<file path="config.mk">
export PLATFORM = sky130hd
export DESIGN_NAME = stride_pf_table
export DESIGN_NICKNAME = d
export VERILOG_FILES = /design/src/rtl/stride_pf_table.sv
export SDC_FILE = /design/constraint.sdc
export NUM_CORES = 2
export LEC_CHECK = 0
export BUFFER_PORTS_ARGS = -buffer_cell sky130_fd_sc_hd__buf_2
export CORE_ASPECT_RATIO = 0.7
export CORE_MARGIN = 2
export CORE_UTILIZATION = 48
export CTS_BUF_LIST = sky130_fd_sc_hd__clkbuf_16
export CTS_CLUSTER_DIAMETER = 50
export DETAILED_ROUTE_END_ITERATION = 10
export PLACE_DENSITY = 0.67
export SLEW_MARGIN = 30
export SYNTH_ARGS = -nofsm -noshare
export SYNTH_HDL_FRONTEND = slang
export SYNTH_SLANG_ARGS = --single-unit
</file>
<file path="constraint.sdc">
create_clock -name clk -period 15.95 [get_ports clk]
set_clock_uncertainty 0.15 [all_clocks]
set_input_delay 1.595 -clock clk [delete_from_list [all_inputs] [get_ports clk]]
set_output_delay 1.595 -clock clk [all_outputs]
set_load 0.02 [all_outputs]
</file>
<file path="src/rtl/stride_pf_table.sv">
module stride_pf_table #(
  parameter int PC_W      = 32,
  parameter int ADDR_W    = 32,
  parameter int IDX_W     = 4,
  parameter int PF_DEPTH  = 4,
  parameter int CNT_W     = 2,
  parameter int PF_THRESH = 2,
  parameter int Q_DEPTH   = 4
) (
  input  logic              clk,
  input  logic              rst_n,
  input  logic              acc_valid,
  input  logic [PC_W-1:0]   acc_pc,
  input  logic [ADDR_W-1:0] acc_addr,
  output logic              pf_valid,
  output logic [ADDR_W-1:0] pf_addr
);
  localparam int ENTRIES = 1 << IDX_W;
  localparam int TAG_W   = PC_W - IDX_W;
  localparam int QP_W    = (Q_DEPTH > 1) ? $clog2(Q_DEPTH) : 1;
  localparam logic [CNT_W-1:0] CNT_MAX = '1;
  localparam logic [QP_W:0]    Q_FULL  = (QP_W+1)'(Q_DEPTH);

  logic              ent_v      [ENTRIES];
  logic [TAG_W-1:0]  ent_tag    [ENTRIES];
  logic [ADDR_W-1:0] ent_last   [ENTRIES];
  logic [ADDR_W-1:0] ent_stride [ENTRIES];
  logic [CNT_W-1:0]  ent_cnt    [ENTRIES];

  logic [ADDR_W-1:0] q_mem [Q_DEPTH];
  logic [QP_W-1:0]   wr_ptr, rd_ptr;
  logic [QP_W:0]     q_cnt;

  wire [IDX_W-1:0]  idx  = acc_pc[IDX_W-1:0];
  wire [TAG_W-1:0]  tag  = acc_pc[PC_W-1:IDX_W];
  wire              hit  = ent_v[idx] && (ent_tag[idx] == tag);
  wire [ADDR_W-1:0] diff = acc_addr - ent_last[idx];
  wire              same = (diff == ent_stride[idx]);
  wire [CNT_W-1:0]  cnt_old = ent_cnt[idx];

  logic [CNT_W-1:0]  cnt_new;
  logic [ADDR_W-1:0] stride_new;

  always_comb begin
    if (same) cnt_new = (cnt_old == CNT_MAX) ? cnt_old : cnt_old + 1'b1;
    else      cnt_new = (cnt_old == '0) ? '0 : cnt_old - 1'b1;
    stride_new = (!same && cnt_new == '0) ? diff : ent_stride[idx];
  end

  wire              pf_want   = acc_valid && hit && (cnt_new >= CNT_W'(PF_THRESH))
                                && (stride_new != '0);
  wire [ADDR_W-1:0] pf_target = acc_addr + stride_new * ADDR_W'(PF_DEPTH);
  wire              push      = pf_want && (q_cnt != Q_FULL);
  wire              pop       = (q_cnt != '0) && !acc_valid;

  assign pf_valid = pop;
  assign pf_addr  = q_mem[rd_ptr];

  always_ff @(posedge clk) begin
    if (!rst_n) begin
      for (int i = 0; i < ENTRIES; i++) ent_v[i] <= 1'b0;
    end else if (acc_valid) begin
      ent_v[idx]      <= 1'b1;
      ent_tag[idx]    <= tag;
      ent_last[idx]   <= acc_addr;
      ent_stride[idx] <= hit ? stride_new : '0;
      ent_cnt[idx]    <= hit ? cnt_new : '0;
    end
  end

  always_ff @(posedge clk) begin
    if (!rst_n) begin
      wr_ptr <= '0;
      rd_ptr <= '0;
      q_cnt  <= '0;
    end else begin
      if (push) begin
        q_mem[wr_ptr] <= pf_target;
        wr_ptr <= (wr_ptr == QP_W'(Q_DEPTH-1)) ? '0 : wr_ptr + 1'b1;
      end
      if (pop) rd_ptr <= (rd_ptr == QP_W'(Q_DEPTH-1)) ? '0 : rd_ptr + 1'b1;
      q_cnt <= q_cnt + (push ? 1'b1 : 1'b0) - (pop ? 1'b1 : 1'b0);
    end
  end

  p_hold_during_access_r7: assert property (@(posedge clk) disable iff (!rst_n)
    acc_valid |=> q_cnt >= $past(q_cnt));
  p_pop_one_r7: assert property (@(posedge clk) disable iff (!rst_n)
    pf_valid |=> q_cnt == $past(q_cnt) - 1'b1);
  p_no_overflow_r8: assert property (@(posedge clk) disable iff (!rst_n)
    q_cnt <= Q_FULL);
  p_full_drops_r8: assert property (@(posedge clk) disable iff (!rst_n)
    (acc_valid && q_cnt == Q_FULL) |=> q_cnt == Q_FULL);
  p_alloc_clears_r2: assert property (@(posedge clk) disable iff (!rst_n)
    (acc_valid && !hit) |=> (ent_cnt[$past(idx)] == '0) && (ent_stride[$past(idx)] == '0));
  p_zero_stride_quiet_r6: assert property (@(posedge clk) disable iff (!rst_n)
    (acc_valid && hit && ent_stride[idx] == '0 && acc_addr == ent_last[idx])
    |=> q_cnt == $past(q_cnt));
endmodule

</file>
* Word-level counts from Yosys, hierarchy flattened *
Memories as Yosys holds them, arrays and structs flattened. A register that Yosys moved wholly into a read port is not among the register bits.
Index checks and enable logic that the tools add are counted.

storage, ports and cells
  register bits after elaboration = 7
  memory bits (writable) = 1648
  bits of input ports = 67
  output and inout bits = 33
  memories = 6

memories
  name        words  bits a word  read ports  clocked after Yosys merged registers in  write ports  RTL line  source
  ent_last    16     32           1           0                                        1            26        logic [ADDR_W-1:0] ent_last [ENTRIES];
  ent_stride  16     32           1           0                                        1            27        logic [ADDR_W-1:0] ent_stride [ENTRIES];
  ent_tag     16     28           1           0                                        1            25        logic [TAG_W-1:0] ent_tag [ENTRIES];
  q_mem       4      32           1           1                                        1            30        logic [ADDR_W-1:0] q_mem [Q_DEPTH];
  ent_cnt     16     2            1           0                                        1            28        logic [CNT_W-1:0] ent_cnt [ENTRIES];
  ent_v       16     1            1           0                                        16           24        logic ent_v [ENTRIES];

operators by class
  $add $sub $neg = 8
  magnitude comparators = 1
  equal/unequal tests = 6
  muxes and demuxes = 22
  reduce and logical (&&, ||, !) cells = 14

operator list
  cell                   number
  $mux W32               2
  $add A32 B32 Y32       1
  $eq A32 B32 Y1         1
  $reduce_bool A32 Y1    1
  $sub A32 B32 Y32       1
  $eq A28 B28 Y1         1
  $mux W2                8
  $mux W1                11
  $logic_and A1 B1 Y1    7
  $add A2 B1 Y2 const B  3
  $eq A2 B2 Y1 const B   3
  $logic_not A2 Y1       2
  $mux W4                1
  $add A3 B1 Y3          1
  $ne A3 B3 Y1 const B   1
  $reduce_bool A3 Y1     1
  $sub A3 B1 Y3          1
  $ge A2 B2 Y1 const B   1
  $logic_not A1 Y1       2
  $sub A2 B1 Y2 const B  1
  $reduce_or A1 Y1       1

* Logic depth before layout (Yosys ltp) *
An unclocked memory read counts as a cell.

  word-level depth = 13
  gate-level depth with buffers = 42

* Least setup slack after synthesis *
OpenSTA, ideal clock, no wires.

  kind = input-to-reg
  from = input acc_pc[0]
  to = memory q_mem[0][29], data pin
  arrival = 11.264 ns
  slack = 4.264 ns
  stages = 39
  cell sequence = buf_6 -> buf_6 -> buf_6 -> buf_6 -> buf_2 -> buf_2 -> buf_2 -> buf_2 -> buf_1 -> mux4_2 -> mux4_2 -> inv_1 -> ha_1 -> clkbuf_1 -> a21o_1 -> a311o_1 -> a21o_1 -> a21o_1 -> (+3 left out) -> or3_1 -> o41ai_4 -> buf_6 -> mux2i_1 -> inv_1 -> ha_1 -> a211oi_1 -> o21ai_0 -> a31oi_1 -> a21oi_1 -> a211o_1 -> nor2b_1 -> o41ai_1 -> nor2b_1 -> o21ai_0 -> nand2b_1 -> a31oi_1 -> xnor2_1

between the ends
  longest elaborated chain between the ends = 8
  elaborated cells on any way between the ends = 17
  classes of those cells = add/sub (4); eq/ne (2); mux (4); reduce/logical (4); memory (3)

ends and longest elaborated chain
  element                                            RTL line  source
  start, declared                                    13        input logic [PC_W-1:0] acc_pc,
  $mem_v2 Z16 W32 or $mem_v2 Z16 W2 (tied branches)  -
  $sub A32 B32 Y32 (tied with other cells)           37        wire [ADDR_W-1:0] diff = acc_addr - ent_last[idx];
  $eq A32 B32 Y1 (tied with other cells)             38        wire same = (diff == ent_stride[idx]);
  $mux W2                                            45        if (same) cnt_new = (cnt_old == CNT_MAX) ? cnt_old : cnt_old + 1'b1;
  $logic_not A2 Y1                                   47        stride_new = (!same && cnt_new == '0) ? diff : ent_stride[idx];
  $logic_and A1 B1 Y1                                47
  $mux W32 (*)                                       47
  $add A32 B32 Y32 (*)                               52        wire [ADDR_W-1:0] pf_target = acc_addr + stride_new * ADDR_W'(PF_DEPTH);
  named net pf_target[29]                            52
  end, declared                                      30

The timed path passes the listed nets; every way through them passes the cells marked *.

* Worst setup path in the final report *
  from = input acc_pc[0]
  to = memory q_mem[2][31], data pin

Same word-level chain as after synthesis.

==> metrics.txt <==
Yosys top cell by area=edfxtp_1; post-synthesis sequential area ratio=74.0%; core area=138,000 µm²; GR Util All Layers=22.7%; gpl congestion=0.972; Hold WS=0.296 ns; #FFs+latches synth=1,657; Yosys warnings=0; top cell type's share of synthesized area=73.3%; CP required=16.35 ns; Synth top cells by count=1,632 x edfxtp_1, 492 x mux4_2, 71 x nor2_1, 71 x xnor2_1, 68 x ha_1; PostCTS Resize Cnt=0; Total Power Consumption=9.50 mW; Clock Path Buffers=3; Cell Area, Synth=66,900 µm²; Remaining DRCs=0; Crit. End Element=flip-flop; EDFF count, synth=1,632; Leak=24.9 nW; drt wl/cell=30.5 µm; via count=32,800; TNS Setup=0 ns; critical-path maximum fanout=42; Hold Path Class=reg2reg; Die W=450 µm; PortBufs=99; synthesis-to-finish area growth=12.2%; IO Count=100; final setup fails=0; Synth Net Count=3,193; Period minus WS final=11.37 ns; largest net degree at the start of global routing=100; final instance area=75,000 µm²; PD cells=127 nW/µm²; count leader, synth=edfxtp_1; Post-synth ARST share=0%; Filler cells=10,200; Die Area=142,000 µm²; share of cells above drive strength 1=28.7%; Via-to-Cell Ratio=6.26; synth top area cells=edfxtp_1 73%, mux4_2 17%, ha_1 1.3%; vias in the first global route=33,100; Worst Path Arrival=11.78 ns; nets@finish=3,386; first-pass detailed-route iteration total=6; htree depth=4; antenna violations before repair=13; slowest stage cell, crit path=buf_4; synthesized area per cell=21.9 µm²; final antenna-violating net count=0; fmax=87.9 MHz; Die Height=316 µm; CTS root buffer=clkbuf_16; Rel. slew slack=32.9%; Final Max Slew Viols=0; Slew @ Worst Pin=1.01 ns; clock latency on the worst-skew pair=0.79 ns; grt ovf=0; critical path launch point type=primary input; Initial Util=48.4%; endpoints failing hold=0; Max-Cap Viols=0; Crit path top cell by count=a21oi_1; DP HPWL=89,300 µm; crit-path max cell delay=0.76 ns; outcome=completed; setup bufs post-CTS=0; first-pass GRT wire length=233,000 µm; synth unique cells=76; Rows=114; Final period util=71.3%; TritonCTS Buffers=155; Mapped Cells=3,055; Final Non-Filler Cells=5,235; CTS clk-pin slew, worst paths=0.06 ns; RSZ-0062 raised after global routing=no; Inst Count DP=4,945; Area after DPL=69,800 µm²; clk sinks=1,657; ys flop type=edfxtp_1; Total Wirelength=160,000 µm; hold_buf cts=0; CTS tree=built; peak supply drop=0.000113 V; critical path type=in2reg; DR iter-0 viols=4,554
-- cells in the final DEF (no fill, tap or decap), types with 25 or more instances in the layout --
cell and count:
xnor2_1 71, buf_4 54, edfxtp_1 1632, o21ai_0 25, a21oi_1 44, inv_1 85, ha_1 68, buf_2 95
clkbuf_16 159, xor2_1 44, mux4_2 492, clkinv_1 26, nand2_1 55, clkinv_2 25, a21o_1 36, nor2_1 57
-- final timing paths --
| kind | from | end | slack [ns] | depth (start not counted) |
|---|---|---|---|---|
| max | acc_pc[0] | q_mem[2][31] | 4.58 | 31 |
| min | ent_v[7] | ent_v[7] | 0.30 | 1 |
| max reg2reg | ent_last[13][0] | q_mem[2][31] | 6.27 | 29 |
| min reg2reg | ent_v[7] | ent_v[7] | 0.30 | 1 |
-- critical path, delay by kind of cell --
kind            cells  cell delay [ns]
compound gates     15             4.71
buf+inv             5             1.72
mux                 3             1.53
simple gates        3             0.82
xor+xnor            3             0.71
fa+ha+maj           2             0.59
-- registers in the layout, indices dropped and copies added (netlist names), named ones only --
name and count:
ent_last 512, ent_stride 512, ent_tag 448, q_mem 128, ent_cnt 32, ent_v 16, q_cnt 3, rd_ptr 2
wr_ptr 2
-- per-stage QoR --
step,util [%],setup WS [ns]
after floorplan,-,4.26
after global placement,50.4,3.93
after detailed placement,50.5,3.61
after CTS,54.2,4.38
after global routing,54.3,3.99
final,54.3,4.58
-- cell families (layout without fill, tap and decap cells) --
kind of cell | count (synthesis) | count (layout) | synth area share (%)
flops | 1657 | 1657 | 74.0
mux | 535 | 535 | 17.4
simple gates | 275 | 275 | 2.15
compound gates | 207 | 207 | 2.18
buf+inv | 192 | 513 | 1.35
xor+xnor | 116 | 116 | 1.54
fa+ha+maj | 73 | 73 | 1.39
other cells | 0 | 3 | 0
-- final cells by class --
| class | instances | area, µm² | share of cell area, % |
|---|---|---|---|
| Tap cell | 1856 | 2320 | 3.10 |
| Timing Repair Buffer | 172 | 1230 | 1.64 |
| Sequential cell | 1657 | 49500 | 66.0 |
| Multi-Input combinational cell | 1206 | 16600 | 22.2 |
| Clock buffer | 159 | 3980 | 5.30 |
| Clock inverter | 126 | 1140 | 1.52 |
| Antenna cell | 3 | 7.51 | 0.0100 |
| Inverter | 56 | 210 | 0.280 |
-- where the power goes --
group	leakage, nW	internal, mW	total (mW)	switching (mW)
Combinational	6.70	0.367	0.937	0.570
Clock	2.62	2.08	3.70	1.63
Sequential	15.6	4.84	4.86	0.0140
Total	24.9	7.29	9.50	2.21
-- layer usage --
layer  GRT usage, %  vias up  wire length [µm]
met5              0        -                50
met4           5.48        8              2920
met3           4.28      265             14600
met2           35.3     1633             75600
met1           33.6    17600             66700
li1               -    13300                 -
(Power assumes the default switching activity.)
